--- src/rtl/regctl_pkg.sv ---
package regctl_pkg;

    localparam logic [7:0] PTR_RAIL0 = 8'h00;
    localparam logic [7:0] PTR_RAIL1 = 8'h01;
    localparam logic [7:0] PTR_CTRL  = 8'h02;
    localparam logic [7:0] PTR_IDA   = 8'h03;
    localparam logic [7:0] PTR_IDB   = 8'h04;
    localparam logic [7:0] PTR_STAT  = 8'h05;

    localparam logic [7:0] IDA_VALUE = 8'h81;
    localparam logic [7:0] IDB_VALUE = 8'h08;
    localparam int         CTRL_RST_BIT  = 2;
    localparam int         STAT_FLAG_BIT = 2;
    localparam int         BITS_PER_BYTE = 8;

    typedef enum logic [2:0] {
        LK_IDLE, LK_RX, LK_ACK, LK_TX, LK_TXACK
    } link_state_t;

    typedef enum logic [1:0] {
        BK_ADDR, BK_PTR, BK_DATA
    } byte_kind_t;

    typedef struct packed {
        logic       discharge;
        logic [2:0] slew;
        logic [1:0] mode;
    } ctrl_t;

    typedef struct packed {
        logic start;
        logic stop;
        logic rise;
        logic fall;
        logic sda;
    } bus_ev_t;

    typedef struct packed {
        logic       we;
        logic [7:0] ptr;
        logic [7:0] data;
    } wr_req_t;

    localparam ctrl_t CTRL_RESET = '{discharge: 1'b1, slew: 3'd0, mode: 2'b10};

    function automatic logic is_hs_code(input logic [7:0] b);
        return b[7:3] == 5'b00001;
    endfunction

    function automatic logic [7:0] ctrl_to_byte(input ctrl_t c);
        return {c.discharge, c.slew, 2'b00, c.mode};
    endfunction

    function automatic ctrl_t byte_to_ctrl(input logic [7:0] b);
        return '{discharge: b[7], slew: b[6:4], mode: b[1:0]};
    endfunction

endpackage

--- src/rtl/regctl_bus_front.sv ---
module regctl_bus_front
    import regctl_pkg::*;
#(
    parameter int SYNC_STAGES = 2,
    parameter int FILTER_TAPS = 3
) (
    input  logic    clk,
    input  logic    rst,
    input  logic    scl_in,
    input  logic    sda_in,
    output bus_ev_t ev,
    output logic    scl_level
);
    localparam int LANES = 2;

    logic [LANES-1:0] raw;
    logic [LANES-1:0] lvl;
    logic [LANES-1:0] lvl_q;

    assign raw = {sda_in, scl_in};

    for (genvar l = 0; l < LANES; l++) begin : g_lane
        logic [SYNC_STAGES-1:0] sync_q;
        logic [FILTER_TAPS-1:0] hist;
        logic                   flt;
        logic                   flt_q;

        always_ff @(posedge clk) begin
            if (rst) begin
                sync_q <= '1;
                hist   <= '1;
                flt    <= 1'b1;
                flt_q  <= 1'b1;
            end else begin
                sync_q <= {sync_q[SYNC_STAGES-2:0], raw[l]};
                hist   <= {hist[FILTER_TAPS-2:0], sync_q[SYNC_STAGES-1]};
                if (&hist)
                    flt <= 1'b1;
                else if (~|hist)
                    flt <= 1'b0;
                flt_q <= flt;
            end
        end

        assign lvl[l]   = flt;
        assign lvl_q[l] = flt_q;
    end

    // lane 0 carries SCL, lane 1 carries SDA
    assign ev.start  = lvl[0] & lvl_q[0] & lvl_q[1] & ~lvl[1];
    assign ev.stop   = lvl[0] & lvl_q[0] & ~lvl_q[1] & lvl[1];
    assign ev.rise   = lvl[0] & ~lvl_q[0];
    assign ev.fall   = ~lvl[0] & lvl_q[0];
    assign ev.sda    = lvl[1];
    assign scl_level = lvl[0];

endmodule

--- src/rtl/regctl_link.sv ---
module regctl_link
    import regctl_pkg::*;
#(
    parameter logic [6:0] DEV_ADDR = 7'b1100000
) (
    input  logic       clk,
    input  logic       rst,
    input  bus_ev_t    ev,
    input  logic [7:0] rd_data,
    output wr_req_t    wr,
    output logic [7:0] ptr,
    output logic       rd_load,
    output logic       sda_oe,
    output logic       hs_mode
);
    localparam int CNT_W = $clog2(BITS_PER_BYTE + 1);
    localparam logic [CNT_W-1:0] FULL = CNT_W'(BITS_PER_BYTE);

    link_state_t      state;
    byte_kind_t       kind;
    logic [CNT_W-1:0] cnt;
    logic [7:0]       sh;
    logic [7:0]       tx;
    logic             rnw;

    always_ff @(posedge clk) begin
        if (rst) begin
            state   <= LK_IDLE;
            kind    <= BK_ADDR;
            cnt     <= '0;
            sh      <= '0;
            tx      <= '0;
            rnw     <= 1'b0;
            ptr     <= '0;
            wr      <= '0;
            rd_load <= 1'b0;
            sda_oe  <= 1'b0;
            hs_mode <= 1'b0;
        end else begin
            wr.we   <= 1'b0;
            rd_load <= 1'b0;
            if (ev.stop) begin
                state   <= LK_IDLE;
                sda_oe  <= 1'b0;
                hs_mode <= 1'b0;
            end else if (ev.start) begin
                state  <= LK_RX;
                kind   <= BK_ADDR;
                cnt    <= '0;
                sda_oe <= 1'b0;
            end else begin
                unique case (state)
                    LK_RX: begin
                        if (ev.rise) begin
                            sh  <= {sh[6:0], ev.sda};
                            cnt <= cnt + 1'b1;
                        end else if (ev.fall && cnt == FULL) begin
                            cnt <= '0;
                            unique case (kind)
                                BK_ADDR: begin
                                    if (!hs_mode && is_hs_code(sh)) begin
                                        hs_mode <= 1'b1;
                                        state   <= LK_IDLE;
                                    end else if (sh[7:1] == DEV_ADDR) begin
                                        rnw    <= sh[0];
                                        state  <= LK_ACK;
                                        sda_oe <= 1'b1;
                                    end else begin
                                        state <= LK_IDLE;
                                    end
                                end
                                BK_PTR: begin
                                    ptr    <= sh;
                                    state  <= LK_ACK;
                                    sda_oe <= 1'b1;
                                end
                                default: begin
                                    wr     <= '{we: 1'b1, ptr: ptr, data: sh};
                                    state  <= LK_ACK;
                                    sda_oe <= 1'b1;
                                end
                            endcase
                        end
                    end
                    LK_ACK: begin
                        if (ev.fall) begin
                            sda_oe <= 1'b0;
                            if (kind == BK_ADDR && rnw) begin
                                state   <= LK_TX;
                                tx      <= rd_data;
                                rd_load <= 1'b1;
                                sda_oe  <= ~rd_data[7];
                            end else if (kind == BK_ADDR) begin
                                state <= LK_RX;
                                kind  <= BK_PTR;
                            end else if (kind == BK_PTR) begin
                                state <= LK_RX;
                                kind  <= BK_DATA;
                            end else begin
                                state <= LK_IDLE;
                            end
                        end
                    end
                    LK_TX: begin
                        if (ev.rise) begin
                            cnt <= cnt + 1'b1;
                        end else if (ev.fall) begin
                            if (cnt == FULL) begin
                                state  <= LK_TXACK;
                                sda_oe <= 1'b0;
                                cnt    <= '0;
                            end else begin
                                tx     <= {tx[6:0], 1'b0};
                                sda_oe <= ~tx[6];
                            end
                        end
                    end
                    LK_TXACK: begin
                        if (ev.rise)
                            state <= LK_IDLE;
                    end
                    default: ;
                endcase
            end
        end
    end

endmodule

--- src/rtl/regctl_regs.sv ---
module regctl_regs
    import regctl_pkg::*;
#(
    parameter logic [6:0] RAIL_DEFAULT_CODE = 7'd84
) (
    input  logic       clk,
    input  logic       rst,
    input  wr_req_t    wr,
    input  logic [7:0] rd_ptr,
    input  logic       rd_load,
    input  logic [7:0] status_live,
    output logic [7:0] rd_data,
    output logic [7:0] rail0,
    output logic [7:0] rail1,
    output ctrl_t      ctrl,
    output logic       rst_flag
);
    localparam int RAILS = 2;
    localparam logic [7:0] RAIL_RESET = {1'b1, RAIL_DEFAULT_CODE};

    logic                 soft_rst;
    logic [RAILS*8-1:0]   rail_bus;
    logic [7:0]           stat_byte;

    assign soft_rst = wr.we && wr.ptr == PTR_CTRL && wr.data[CTRL_RST_BIT];

    for (genvar r = 0; r < RAILS; r++) begin : g_rail
        logic [7:0] q;
        always_ff @(posedge clk) begin
            if (rst || soft_rst)
                q <= RAIL_RESET;
            else if (wr.we && wr.ptr == 8'(r))
                q <= wr.data;
        end
        assign rail_bus[r*8 +: 8] = q;
    end

    always_ff @(posedge clk) begin
        if (rst || soft_rst)
            ctrl <= CTRL_RESET;
        else if (wr.we && wr.ptr == PTR_CTRL)
            ctrl <= byte_to_ctrl(wr.data);
    end

    always_ff @(posedge clk) begin
        if (rst)
            rst_flag <= 1'b0;
        else if (soft_rst)
            rst_flag <= 1'b1;
        else if (rd_load && rd_ptr == PTR_STAT)
            rst_flag <= 1'b0;
    end

    always_comb begin
        stat_byte = status_live;
        stat_byte[STAT_FLAG_BIT] = rst_flag;
    end

    always_comb begin
        unique case (rd_ptr)
            PTR_RAIL0: rd_data = rail_bus[7:0];
            PTR_RAIL1: rd_data = rail_bus[15:8];
            PTR_CTRL:  rd_data = ctrl_to_byte(ctrl);
            PTR_IDA:   rd_data = IDA_VALUE;
            PTR_IDB:   rd_data = IDB_VALUE;
            PTR_STAT:  rd_data = stat_byte;
            default:   rd_data = 8'h00;
        endcase
    end

    assign rail0 = rail_bus[7:0];
    assign rail1 = rail_bus[15:8];

endmodule

--- src/rtl/regctl_i2c_target.sv ---
module regctl_i2c_target
    import regctl_pkg::*;
#(
    parameter bit         ALT_ADDR_SEL      = 1'b0,
    parameter logic [6:0] RAIL_DEFAULT_CODE = 7'd84,
    parameter int         SYNC_STAGES       = 2,
    parameter int         FILTER_TAPS       = 3
) (
    input  logic       clk,
    input  logic       rst,
    input  logic       scl_in,
    input  logic       sda_in,
    output logic       sda_oe,
    output logic       hs_mode,
    output logic       rail0_en,
    output logic [6:0] rail0_code,
    output logic       rail1_en,
    output logic [6:0] rail1_code,
    output logic       discharge_en,
    output logic [2:0] slew_code,
    output logic [1:0] mode_bits,
    input  logic [7:0] status_live
);
    localparam logic [6:0] DEV_ADDR = {6'b110000, ALT_ADDR_SEL};

    bus_ev_t    ev;
    logic       scl_level;
    wr_req_t    wr;
    logic [7:0] link_ptr;
    logic       rd_load;
    logic [7:0] rd_data;
    logic [7:0] rail0;
    logic [7:0] rail1;
    ctrl_t      ctrl;
    logic       rst_flag;

    regctl_bus_front #(
        .SYNC_STAGES(SYNC_STAGES),
        .FILTER_TAPS(FILTER_TAPS)
    ) u_front (
        .clk      (clk),
        .rst      (rst),
        .scl_in   (scl_in),
        .sda_in   (sda_in),
        .ev       (ev),
        .scl_level(scl_level)
    );

    regctl_link #(
        .DEV_ADDR(DEV_ADDR)
    ) u_link (
        .clk    (clk),
        .rst    (rst),
        .ev     (ev),
        .rd_data(rd_data),
        .wr     (wr),
        .ptr    (link_ptr),
        .rd_load(rd_load),
        .sda_oe (sda_oe),
        .hs_mode(hs_mode)
    );

    regctl_regs #(
        .RAIL_DEFAULT_CODE(RAIL_DEFAULT_CODE)
    ) u_regs (
        .clk        (clk),
        .rst        (rst),
        .wr         (wr),
        .rd_ptr     (link_ptr),
        .rd_load    (rd_load),
        .status_live(status_live),
        .rd_data    (rd_data),
        .rail0      (rail0),
        .rail1      (rail1),
        .ctrl       (ctrl),
        .rst_flag   (rst_flag)
    );

    assign rail0_en     = rail0[7];
    assign rail0_code   = rail0[6:0];
    assign rail1_en     = rail1[7];
    assign rail1_code   = rail1[6:0];
    assign discharge_en = ctrl.discharge;
    assign slew_code    = ctrl.slew;
    assign mode_bits    = ctrl.mode;

endmodule

--- config.mk ---
export PLATFORM = sky130hd
export DESIGN_NAME = regctl_i2c_target
export DESIGN_NICKNAME = d
export VERILOG_FILES = /design/src/rtl/regctl_pkg.sv /design/src/rtl/regctl_bus_front.sv /design/src/rtl/regctl_link.sv /design/src/rtl/regctl_regs.sv /design/src/rtl/regctl_i2c_target.sv
export SDC_FILE = /design/constraint.sdc
export NUM_CORES = 1
export LEC_CHECK = 0
export BUFFER_PORTS_ARGS = -buffer_cell sky130_fd_sc_hd__clkbuf_2
export CORE_UTILIZATION = 59
export CTS_CLUSTER_SIZE = 40
export DETAILED_ROUTE_END_ITERATION = 8
export PLACE_DENSITY = 0.79
export SYNTH_ARGS = -nofsm -noshare
export SYNTH_HDL_FRONTEND = slang
export SYNTH_SLANG_ARGS = --single-unit
export TNS_END_PERCENT = 50
--- constraint.sdc ---
create_clock -name clk -period 2.2 [get_ports clk]
set_input_delay 0.44 -clock clk [delete_from_list [all_inputs] [get_ports clk]]
set_output_delay 0.44 -clock clk [all_outputs]
set_load 0.05 [all_outputs]
Yosys cells after proc, flatten, opt, wreduce, memory -nomap -nowiden
Index checks and enable logic that the tools add are counted.
{ "totals": {"reg_bits": 90, "word_cells": 182} }
{ "classes": {"n_addsub": 1, "n_eq_ne": 37, "n_mux": 50, "bitwise": 22, "n_reduce_logical": 44} }
{ "op_table": {"columns": ["op", "count"], "rows": [
  ["8-bit one-hot mux with 6 select lines", 1],
  ["8-bit AND reduction", 5],
  ["7-bit 2-to-1 mux", 5],
  ["3-bit 2-to-1 mux", 11],
  ["8-bit by 2-bit == test with 1-bit output (second input constant)", 3],
  ["4-bit 2-to-1 mux", 6],
  ["6-bit AND reduction", 3],
  ["17-bit 2-to-1 mux", 1],
  ["8-bit by 1-bit == test with 1-bit output (second input constant)", 2],
  ["8-bit by 3-bit == test with 1-bit output (second input constant)", 2],
  ["8-bit zero test", 2],
  ["1-bit 2-to-1 mux", 15],
  ["3-bit by 2-bit inequality test with 1-bit output (second input constant)", 5],
  ["1-bit NOT", 15],
  ["2-bit 2-to-1 mux", 7],
  ["7-bit one-hot mux with 2 select lines", 1],
  ["3-bit inequality test (second input constant)", 4],
  ["4-bit by 3-bit inequality test with 1-bit output (second input constant)", 3],
  ["3-bit one-hot mux with 4 select lines", 1],
  ["2-bit by 1-bit inequality test with 1-bit output (second input constant)", 5],
  ["2-bit inequality test (second input constant)", 5],
  ["5-bit AND reduction", 2],
  ["3-bit nonzero test", 3],
  ["3-bit OR reduction", 3],
  ["other kinds (23)", 44]
]} }

Longest topological paths before layout
Gate-level depths: netlist of run 1.
{ "depth": {"ltp_word": 8, "mapped_depth": 9, "mapped_depth_nobuf": 7} }

Modules after synthesis
Synthesis of run 1 repeated with hierarchy kept, for this count alone.
{ "hier_totals": {"cells_unflattened": 432, "area_unflattened_um2": 4335.4} }
{ "by_module_without_submodules": {"columns": ["mod", "n_inst", "cells_each", "area_per_inst_um2", "seq_area_each_um2"], "rows": [
  ["regctl_link", 1, 257, 2590.0, 1061.0],
  ["regctl_regs", 1, 134, 1283.7, 460.4],
  ["regctl_bus_front", 1, 41, 461.7, 280.3]
]} }

Worst setup path after synthesis of run 1
Ideal clock, no wire load.
{ "synth_timing": {"path_type": "reg2reg", "from": "register u_front.g_lane[0].flt_q", "to": "register u_link.tx[0]", "setup_ps": 116, "t_arrival_ps": 1798, "required_ps": 2084, "setup_slack_ps": 286, "path_stages_with_launch": 8, "path_buffers": 1, "period_less_slack_ps": 1914, "path_cell_list": "dfxtp_1 > inv_1 > ha_1 > clkbuf_1 > nand2b_1 > a2111oi_4 > nor3b_1 > a41o_1"} }
{ "synth_between": {"elab_chain_cells": 5} }
{ "synth_rtl": {"columns": ["element", "line", "rtl"], "rows": [
  ["start: declaration", "regctl_bus_front.sv:26", "logic flt_q;"],
  ["start signal: assignment", "regctl_bus_front.sv:41", "flt_q <= flt;"],
  ["1-bit AND", "regctl_bus_front.sv:50, regctl_bus_front.sv:51", null],
  ["1-bit AND (on tied branches) (2 in series)", "regctl_bus_front.sv:50, regctl_bus_front.sv:51", null],
  ["1-bit NOT (no source line)", null, null],
  ["8-bit AND reduction (no source line) *", null, null],
  ["end signal: assignment", "regctl_link.sv:90", "tx <= rd_data;"],
  ["end signal: assignment", "regctl_link.sv:113", "tx <= {tx[6:0], 1'b0};"],
  ["end: declaration", "regctl_link.sv:23", "logic [7:0] tx;"]
]} }
Every way passes the cells marked *; elsewhere a longest branch is shown, timed or not.
A chain may end at the register's enable or synchronous reset.

Final worst setup path of run 1
{ "layout_timing": {"from": "register, netlist name u_link.wr[13]", "to": "register u_regs.g_rail[1].q[4] (netlist: u_regs.rail1[4])"} }
{ "layout_between": {"elab_chain_cells": 4} }
{ "layout_rtl": {"columns": ["element", "line", "rtl"], "rows": [
  ["8-bit by 2-bit == test with 1-bit output", "regctl_regs.sv:25", "assign soft_rst = wr.we && wr.ptr == PTR_CTRL && wr.data[CTRL_RST_BIT];"],
  ["1-bit logical AND (2 in series)", "regctl_regs.sv:25", null],
  ["1-bit logical OR", "regctl_regs.sv:30", "if (rst || soft_rst)"],
  ["end signal: assignment", "regctl_regs.sv:33", "q <= wr.data;"],
  ["end: declaration", "regctl_regs.sv:28", "logic [7:0] q;"]
]} }
Several ways; a longest one is shown, not always the timed one.

==> results of run 1 <==
## final cells by class
cell class                 instances  area, um^2
inverter                          11        41.3
fill                             515        1950
multi-input combinational        318        2090
sequential                        90        1800
timing repair buffer              51         323
clock inverter                     7        98.8
tap                               77        96.3
clock buffer                       9         124
## through the flow
stage	total power, mW	cell area [um^2]	utilization, %	worst slack [ns]
final	2.95	4580	70.1	0.169
after global placement	1.72	4360	66.7	0.223
after detailed placement	1.72	4360	66.7	0.179
after global routing	3.05	4580	70.1	0.0961
after floorplan	1.71	4090	-	0.286
after CTS	2.97	4580	70.1	0.164
## cell families (layout without fill, tap and decap cells)
kind of cell    Yosys count  after routing
simple gates            183            183
flops                    90             90
compound gates           80             80
mux                      47             47
buf+inv                  39             78
fa+ha+maj                 6              6
xor+xnor                  2              2
## cells in the mapped netlist (3+ instances only)
master    instances
a21o_1            4
a21oi_1          29
a22o_1            4
a22oi_1           6
a31oi_1           3
and3_1            5
and3b_1           3
buf_2             6
buf_6             4
clkbuf_1         15
dfxtp_1          90
ha_1              6
inv_1            11
mux2_2            4
mux2i_1          43
nand2_1          55
nand2b_1          8
nand3_1           4
nand3b_1          4
nand4_1           4
nor2_1           51
nor2b_1           3
nor3_1           11
o21a_1            3
o21ai_0           9
o31ai_1           3
or2_2            12
## path summary, 6_finish.rpt
check / endpoint / depth (start not counted) / slack (ns)
max: u_regs.rail1[4]$_SDFFE_PP1P_ / 5 / 0.17
min reg2reg: u_front.g_lane[0].sync_q[1]$_SDFF_PP1_ / 1 / 0.42
min: u_front.g_lane[0].sync_q[0]$_SDFF_PP1_ / 2 / 0.26
max reg2reg: u_regs.rail1[4]$_SDFFE_PP1P_ / 5 / 0.17
## critical path: stages (launching register included)
cell	delay [ns]
dfxtp_1	0.32
or4b_1	0.55
nand2b_4	0.17
or3_1	0.56
mux2i_1	0.24
nand2_1	0.07
## state kept, by name, indices dropped and copies added, names as in the netlist
signal	flops
u_link.wr	17
u_link.ptr	8
u_link.sh	8
u_regs.rail0	8
u_regs.rail1	8
u_link.tx	7
u_front.g_lane.hist	6
u_regs.ctrl	6
u_front.g_lane.sync_q	4
u_link.cnt	4
u_link.state	3
u_front.g_lane.flt_q	2
u_link.kind	2
u_front.g_lane.flt	1
u_front.scl_level	1
u_link.hs_mode	1
u_link.rd_load	1
u_link.rnw	1
u_link.sda_oe	1
u_regs.rst_flag	1
## per-layer routing
layer | global-route usage [%] | routed length, um | vias to the layer above
met3 | 5.93 | 463 | 8
met1 | 33.8 | 4020 | 1596
met5 | 0 | 0 | -
met4 | 8.32 | 92 | 0
met2 | 42.7 | 4200 | 97
li1 | - | - | 1627
## cell usage in the layout (no fill, tap or decap), drive strengths merged, types with 5 or more instances in the layout
cell	n
inv	14
ha	6
nand2	55
and3	5
dfxtp	90
buf	17
nor2	51
a22oi	6
nand2b	9
or2	13
clkbuf	43
o21ai	9
nor3	14
mux2i	43
a21oi	29
## power groups by stage
stage,clock network [mW],logic [mW],registers (mW)
after global placement,0,0.0494,1.67
after CTS,1.29,0.0504,1.63
after global routing,1.36,0.0553,1.64
after detailed placement,0,0.0501,1.67
final,1.26,0.0501,1.63
after floorplan,0,0.0328,1.67
==> results.sh, run 1 <==
export IMPL_hp_start="scl_in"
export IMPL_hold_path_class="in -> reg"
export IMPL_cts_sinks=90
export IMPL_yosys_mux_area_fraction_pct=11.6
export IMPL_clockPowerShare_pct=42.8
export IMPL_drt_iter0_drc=181
export IMPL_crit_fanout=9
export IMPL_cts_tree="done"
export IMPL_cts_root_buf="clkbuf_8"
export IMPL_skew_ns=0.0133
export IMPL_dp_hpwl_um=6220
export IMPL_clock_latency_ns=0.36
export IMPL_grt_max_degree=35
export IMPL_reg2reg_from="u_link.wr[13]$_SDFFE_PP0P_"
export IMPL_area_growth_pct=12.0
export IMPL_antenna_found_initial=0
export IMPL_place_inst=547
export IMPL_overflow=0
export IMPL_first_global_vias=3084
export IMPL_num_vias=3328
export IMPL_cp_data_required_time_ns=2.43
export IMPL_io_buffer_count=34
export IMPL_cp_end_kind="register"
export IMPL_core_mm2=0.00653
export IMPL_start_util_pct=62.6
export IMPL_internal_power_mw=2.30
export IMPL_synth_nets=465
export IMPL_synth_compound_area_share_pct=13.6
export IMPL_synth_area_top_cells="dfxtp_1 44%, mux2i_1 11%, nand2_1 5.1%"
export IMPL_fp_dieArea_mm2=0.00726
export IMPL_whs_ns=0.261
export IMPL_drc_errors=0
export IMPL_arrival_ns=2.26
export IMPL_maxCapViolations=0
export IMPL_first_pass_iters=5
export IMPL_die_x_um=85.2
export IMPL_routed_wl_um=8770
export IMPL_max_slew_margin_pct=54.2
export IMPL_slew_violations=0
export IMPL_p_sw_share_pct=21.8
export IMPL_async_flop_share_pct=0
export IMPL_ctsResizeCount=0
export IMPL_cts_buffer_depth=2
export IMPL_synth_top_area_share_pct=44.1
export IMPL_hold_violations=0
export IMPL_synth_edf_count=0
export IMPL_ir_drop_uv=547
export IMPL_synth_warnings=0
export IMPL_worstMarginPinSlew_ns=0.687
export IMPL_postRouteAntennaNets=0
export IMPL_holdBufCountCts=0
export IMPL_combPwrFrac_pct=1.7
export IMPL_final_cell_count_no_fill=563
export IMPL_yosysSeqAreaShare_pct=44.1
export IMPL_synth_simple_gate_area_share_pct=23.7
export IMPL_setup_tns_ns=0
export IMPL_htree_levels=3
export IMPL_rsz0062_at_grt="false"
export IMPL_post_drt_wl_per_cell_um=15.6
export IMPL_ys_ff_latch=90
export IMPL_pin_count=36
export IMPL_final_nets=499
export IMPL_cp_start_kind="register"
export IMPL_track_usage_pct=25.9
export IMPL_setup_violations=0
export IMPL_fp_dieH_um=85.2
export IMPL_p_per_area_mw_per_mm2=643
export IMPL_postCtsSetupBuffers=0
export IMPL_synth_top_family_by_area="simple AND/OR/NAND/NOR gates"
export IMPL_grt_pass1_wl_um=14800
export IMPL_netlist_instances=447
export IMPL_synth_distinct_cells=63
export IMPL_drive_above_1_share_pct=19.5
export IMPL_synth_area_leader_cell="dfxtp_1"
export IMPL_criticalPathCategory="reg -> reg"
export IMPL_synthXorXnorAreaFrac_pct=0.429
export IMPL_p_sw_mw=0.643
export IMPL_synthFlopType="dfxtp_1"
export IMPL_avgSynthCellArea_um2=9.14
export IMPL_num_antenna_cells=0
export IMPL_p_seq_share_pct=55.5
export IMPL_cp_startpoint="u_link.wr[13]$_SDFFE_PP0P_"
export IMPL_cts_made_buffers=9
export IMPL_vias_per_cell=5.91
export IMPL_period_minus_slack_ns=2.03
export IMPL_period_share_pct=92.3
export IMPL_clkTransAtPathRegs_ns=0.09
export IMPL_place_congestion=0.859
export IMPL_clock_fmax_mhz=492
export IMPL_rows=29
export IMPL_status="complete, no violations"
export IMPL_netlist_area_mm2=0.00409
export IMPL_synthAdderAreaFrac_pct=1.84
export IMPL_cellLeakagePower_nw=1.99
(Power assumes the default switching activity.)
==> run 2: changes to the inputs <==
--- a/config.mk
+++ b/config.mk
@@ -12,2 +12,3 @@
 export PLACE_DENSITY = 0.79
+export SETUP_SLACK_MARGIN = 0.3
 export SYNTH_ARGS = -nofsm -noshare
==> constraint.sdc (replaced) <==
create_clock -name clk -period 2.2 [get_ports clk]
set_input_delay 0.33 -clock clk [delete_from_list [all_inputs] [get_ports clk]]
set_output_delay 0.33 -clock clk [all_outputs]
set_load 0.05 [all_outputs]
==> results.sh, run 2 (synthesis gave the netlist of run 1 again) <==
export IMPL_place_congestion=0.862
export IMPL_setup_slack_ns=0.353
export IMPL_period_share_pct=84.0
export IMPL_clkTransAtPathRegs_ns=0.09
export IMPL_layout_commonest_cell="dfxtp_1"
export IMPL_max_stage_delay_ns=0.39
export IMPL_cts_buffer_depth=2
export IMPL_cellLeakagePower_nw=1.98
export IMPL_period_minus_slack_ns=1.85
export IMPL_cp_num_buf_inv=3
export IMPL_cts_root_buf="clkbuf_8"
export IMPL_cp_start_kind="register"
export IMPL_postRouteAntennaNets=0
export IMPL_regArea_mm2=0.00181
export IMPL_cts_sinks=90
export IMPL_maxCapViolations=0
export IMPL_final_nets=501
export IMPL_rsz0062_at_grt="true"
export IMPL_use_met3_pct=4.86
export IMPL_place_area_mm2=0.00434
export IMPL_first_pass_iters=5
export IMPL_start_util_pct=62.6
export IMPL_p_total_mw=2.70
export IMPL_largest_reg_flops=17
export IMPL_fin_area_mm2=0.00461
export IMPL_crit_fanout=9
export IMPL_final_cell_mix="87 x dfxtp_1, 54 x nand2_1, 50 x nor2_1"
export IMPL_place_inst=547
export IMPL_setup_violations=0
export IMPL_p_per_area_mw_per_mm2=585
export IMPL_critPathSlowestCell="dfxtp_1"
export IMPL_cts_made_buffers=9
export IMPL_clock_latency_ns=0.35
export IMPL_post_drt_wl_per_cell_um=15.8
export IMPL_grt_max_degree=29
export IMPL_fp_dieH_um=85.2
export IMPL_hold_path_class="in -> reg"
export IMPL_fillers=508
export IMPL_criticalPathCategory="reg -> reg"
export IMPL_slew_violations=0
export IMPL_status="complete, no violations"
export IMPL_pin_count=36
export IMPL_track_usage_pct=25.6
export IMPL_vias_per_cell=5.92
export IMPL_clock_fmax_mhz=541
export IMPL_holdBufCountCts=0
export IMPL_die_x_um=85.2
export IMPL_fp_dieArea_mm2=0.00726
export IMPL_antenna_found_initial=0
export IMPL_grtUsageMet2_pct=41.3
export IMPL_multi_input_area_mm2=0.00216
export IMPL_ir_drop_uv=483
export IMPL_dp_hpwl_um=6260
export IMPL_setup_tns_ns=0
export IMPL_num_vias=3344
export IMPL_top_register="u_link.wr"
export IMPL_drive_above_1_share_pct=23.2
export IMPL_use_met1_pct=34.3
export IMPL_area_growth_pct=12.7
export IMPL_skew_ns=0.00865
export IMPL_cp_end_kind="register"
export IMPL_first_global_vias=3155
export IMPL_globalRoute_busiestLayer="met2"
export IMPL_cp_data_required_time_ns=2.46
export IMPL_core_mm2=0.00653
export IMPL_routed_wl_um=8920
export IMPL_crit_chain="inv_1 > ha_2 > nand3b_1 > buf_4 > a2111oi_4 > buf_6 > nor3b_1 > a41o_1"
export IMPL_drt_iter0_drc=196
export IMPL_cp_top_family="buffers and inverters"
export IMPL_rows=29
export IMPL_arrival_ns=2.10
export IMPL_io_buffer_count=34
export IMPL_htree_levels=3
export IMPL_overflow=0
export IMPL_grt_pass1_wl_um=14800
export IMPL_drc_errors=0
export IMPL_num_antenna_cells=0
export IMPL_worstMarginPinSlew_ns=0.652
export IMPL_hold_violations=0
export IMPL_final_cell_count_no_fill=565
export IMPL_pre_cts_ws_ns=0.194
export IMPL_max_slew_margin_pct=56.5
export IMPL_cts_tree="done"
==> run 2: cell types whose count changed in the layout (fill, tap and decap cells not counted), sizes merged <==
cell / change
clkinv: +2
buf: +2
inv: -2
clkinvlp: +2
bufinv: -2
==> run 2: final timing paths <==
path / startpoint / to / slack (ns) / cells after the start
worst max-delay path: u_front.scl_level$_SDFFE_PP1N_ / u_link.tx[0]$_SDFFE_PP0P_ / 0.35 / 8
worst min-delay path: scl_in / u_front.g_lane[0].sync_q[0]$_SDFF_PP1_ / 0.15 / 2
worst min register to register: u_front.g_lane[0].sync_q[1]$_SDFF_PP1_ / u_front.g_lane[0].hist[0]$_SDFF_PP1_ / 0.42 / 1
worst max register to register: u_front.scl_level$_SDFFE_PP1N_ / u_link.tx[0]$_SDFFE_PP0P_ / 0.35 / 8
==> run 2: what timing repair did <==
action,CTS,global route
endpoints found under the setup margin,15,47
resized for setup,2,19
setup buffers,0,2
pin swaps,0,1
==> run 2: area by class of cell <==
| type | instances | area share [%] |
|---|---|---|
| Clock buffer | 9 | 2.69 |
| Clock inverter | 7 | 1.17 |
| Inverter | 11 | 0.896 |
| Multi-Input combinational cell | 318 | 46.8 |
| Sequential cell | 90 | 39.2 |
| Tap cell | 77 | 2.09 |
| Timing Repair Buffer | 53 | 7.14 |
==> run 2: metal layers <==
layer / vias up / part of all wire [%]
met5: - / 0
met4: 0 / 1.4
met3: 15 / 5.8
met2: 99 / 47
met1: 1593 / 45
li1: 1637 / -
==> run 2: through the flow <==
stage	hold slack, ns	util, %
floorplan	0.389	-
global placement	0.392	66.5
detailed placement	0.398	66.5
CTS	0.141	69.4
global route	0.138	70.5
finish	0.151	70.5
==> run 2: power breakdown <==
group          internal, mW  switching [mW]  leakage [nW]
combinational        0.0167          0.0302          1.17
clock                 0.416           0.600        0.0818
sequential             1.63         0.00177         0.727
total                  2.06           0.631          1.98
==> run 2: worst reg2reg max path, stage by stage (launching register included) <==
cell	delay [ns]
dfxtp_1	0.39
inv_1	0.13
ha_2	0.24
nand3b_1	0.12
buf_4	0.19
a2111oi_4	0.22
buf_6	0.19
nor3b_1	0.06
a41o_1	0.22
==> run 3: changes to the inputs <==
clock period = 1.7 ns   (was 2.2 ns; I/O delays follow)
==> results.sh, run 3 (synthesis gave the netlist of run 1 again) <==
export IMPL_first_global_vias=3393
export IMPL_num_vias=3971
export IMPL_grt_pass1_wl_um=17000
export IMPL_place_congestion=0.886
export IMPL_period_share_pct=110
export IMPL_rows=29
export IMPL_setup_tns_ns=-4.03
export IMPL_p_per_area_mw_per_mm2=649
export IMPL_pin_count=36
export IMPL_vias_per_cell=6.39
export IMPL_fp_dieH_um=85.2
export IMPL_p_sw_mw=0.838
export IMPL_num_antenna_cells=0
export IMPL_wl_met3_um=1090
export IMPL_slew_violations=0
export IMPL_setup_violations=53
export IMPL_rsz0062_at_grt="true"
export IMPL_arrival_ns=2.15
export IMPL_overflow=0
export IMPL_internal_power_mw=2.71
export IMPL_grt_max_degree=42
export IMPL_whs_ns=0.0628
export IMPL_final_cell_mix="78 x dfxtp_1, 51 x buf_4, 44 x nand2_1"
export IMPL_cp_num_buf_inv=2
export IMPL_combPwrFrac_pct=2.4
export IMPL_hp_start="sda_in"
export IMPL_drive_above_1_share_pct=43.0
export IMPL_die_x_um=85.2
export IMPL_setup_slack_ns=-0.172
export IMPL_worstMarginPinSlew_ns=0.613
export IMPL_htree_levels=3
export IMPL_first_pass_iters=6
export IMPL_p_sw_share_pct=23.6
export IMPL_postRouteAntennaNets=0
export IMPL_drc_errors=0
export IMPL_cts_sinks=90
export IMPL_dr_max_layer_used="met4"
export IMPL_area_growth_pct=33.9
export IMPL_crit_fanout=8
export IMPL_clock_latency_ns=0.37
export IMPL_drt_iter0_drc=453
export IMPL_track_usage_pct=30.0
export IMPL_clkTransAtPathRegs_ns=0.09
export IMPL_hold_violations=0
export IMPL_antenna_found_initial=0
export IMPL_criticalPathCategory="reg -> reg"
export IMPL_cp_end_kind="register"
export IMPL_cts_buffer_depth=2
export IMPL_maxCapViolations=0
export IMPL_cts_root_buf="clkbuf_8"
export IMPL_core_mm2=0.00653
export IMPL_status="complete, but fails checks"
export IMPL_start_util_pct=62.6
export IMPL_cp_data_required_time_ns=1.98
export IMPL_cts_made_buffers=9
export IMPL_io_buffer_count=34
export IMPL_post_drt_wl_per_cell_um=20.3
export IMPL_holdBufCountCts=0
export IMPL_max_stage_delay_ns=0.39
export IMPL_critPathSlowestCell="dfxtp_4"
export IMPL_layout_commonest_cell="dfxtp_1"
export IMPL_final_nets=557
export IMPL_routed_wl_um=12600
export IMPL_p_seq_share_pct=59.4
export IMPL_crit_chain="buf_6 > ha_4 > nand2b_4 > nor2_4 > buf_4 > and3_4 > nand2_1 > a21oi_1"
export IMPL_reg2reg_from="u_front.scl_level$_SDFFE_PP1N_"
export IMPL_clockPowerShare_pct=38.2
export IMPL_cp_top_family="simple AND/OR/NAND/NOR gates"
export IMPL_violations="setup timing"
export IMPL_cp_startpoint="u_front.scl_level$_SDFFE_PP1N_"
export IMPL_fin_area_mm2=0.00547
export IMPL_drt_met1_wl_um=4960
export IMPL_route_met2_wl_um=6010
export IMPL_dp_hpwl_um=6590
export IMPL_top_register="u_link.wr"
export IMPL_max_slew_margin_pct=59.2
export IMPL_largest_reg_flops=17
export IMPL_place_inst=571
export IMPL_final_cell_count_no_fill=621
export IMPL_skew_ns=0.0138
export IMPL_cellLeakagePower_nw=2.37
export IMPL_cts_tree="done"
export IMPL_hold_path_class="in -> reg"
export IMPL_period_minus_slack_ns=1.87
export IMPL_place_area_mm2=0.00462
export IMPL_p_total_mw=3.55
export IMPL_cp_start_kind="register"
export IMPL_clock_fmax_mhz=534
export IMPL_fp_dieArea_mm2=0.00726
export IMPL_ir_drop_uv=798
## run 3: cell types whose count changed in the layout (fill, tap and decap cells not counted), moves of 4 or more
| cell | change |
|---|---|
| nor2_2 | +6 |
| a21oi_1 | -8 |
| a21oi_2 | +8 |
| dfxtp_1 | -9 |
| inv_1 | -6 |
| nand2_1 | -10 |
| nand2_2 | +9 |
| buf_6 | +15 |
| inv_2 | +5 |
| buf_4 | +34 |
| dfxtp_2 | +6 |
| ha_4 | +4 |
| nor2_1 | -9 |
## run 3: final cells by class
type / instances / area [um^2]
fillers: 347 / 1060
inverters: 11 / 43.8
repair buffers: 106 / 838
multi-input cells: 321 / 2490
clock buffers: 10 / 138
well taps: 77 / 96.3
clock inverters: 6 / 42.5
flip-flops and latches: 90 / 1820
## run 3: metal layers
layer | global-route usage [%] | vias up
met5 | 0 | -
met4 | 11.1 | 0
li1 | - | 1749
met3 | 5.93 | 64
met1 | 38.7 | 1897
met2 | 50.0 | 261
## run 3: stage by stage
stage	setup slack, ns	util [%]
after detailed placement	-0.148	70.7
after CTS	-0.120	78.7
after global routing	-0.207	83.8
after floorplan	-0.0504	-
final	-0.172	83.8
after global placement	-0.116	70.7
## run 3: path summary, 6_finish.rpt
path                                                          endpoint  slack [ns]  cells after the start
worst max register to register               u_link.wr[0]$_SDFFE_PP0P_       -0.17                      8
worst max-delay path                         u_link.wr[0]$_SDFFE_PP0P_       -0.17                      8
worst min register to register    u_front.g_lane[1].hist[0]$_SDFF_PP1_        0.42                      1
worst min-delay path            u_front.g_lane[1].sync_q[0]$_SDFF_PP1_        0.06                      2
## run 3: what timing repair did
action	in CTS	in global routing
hold endpoints to repair	0	0
gates resized for setup	55	47
pin swaps	62	47
setup buffers	16	13
setup endpoints to repair	76	76
gates cloned	2	3
## run 3: power by group through the flow
stage	Clock [mW]	Sequential, mW	Combinational, mW
2_1_floorplan	0	2.16	0.0433
3_3_place_gp	0	2.16	0.0686
3_5_place_dp	0	2.16	0.0703
4_1_cts	1.35	2.11	0.0706
5_1_grt	1.47	2.11	0.0887
6_report	1.36	2.11	0.0853
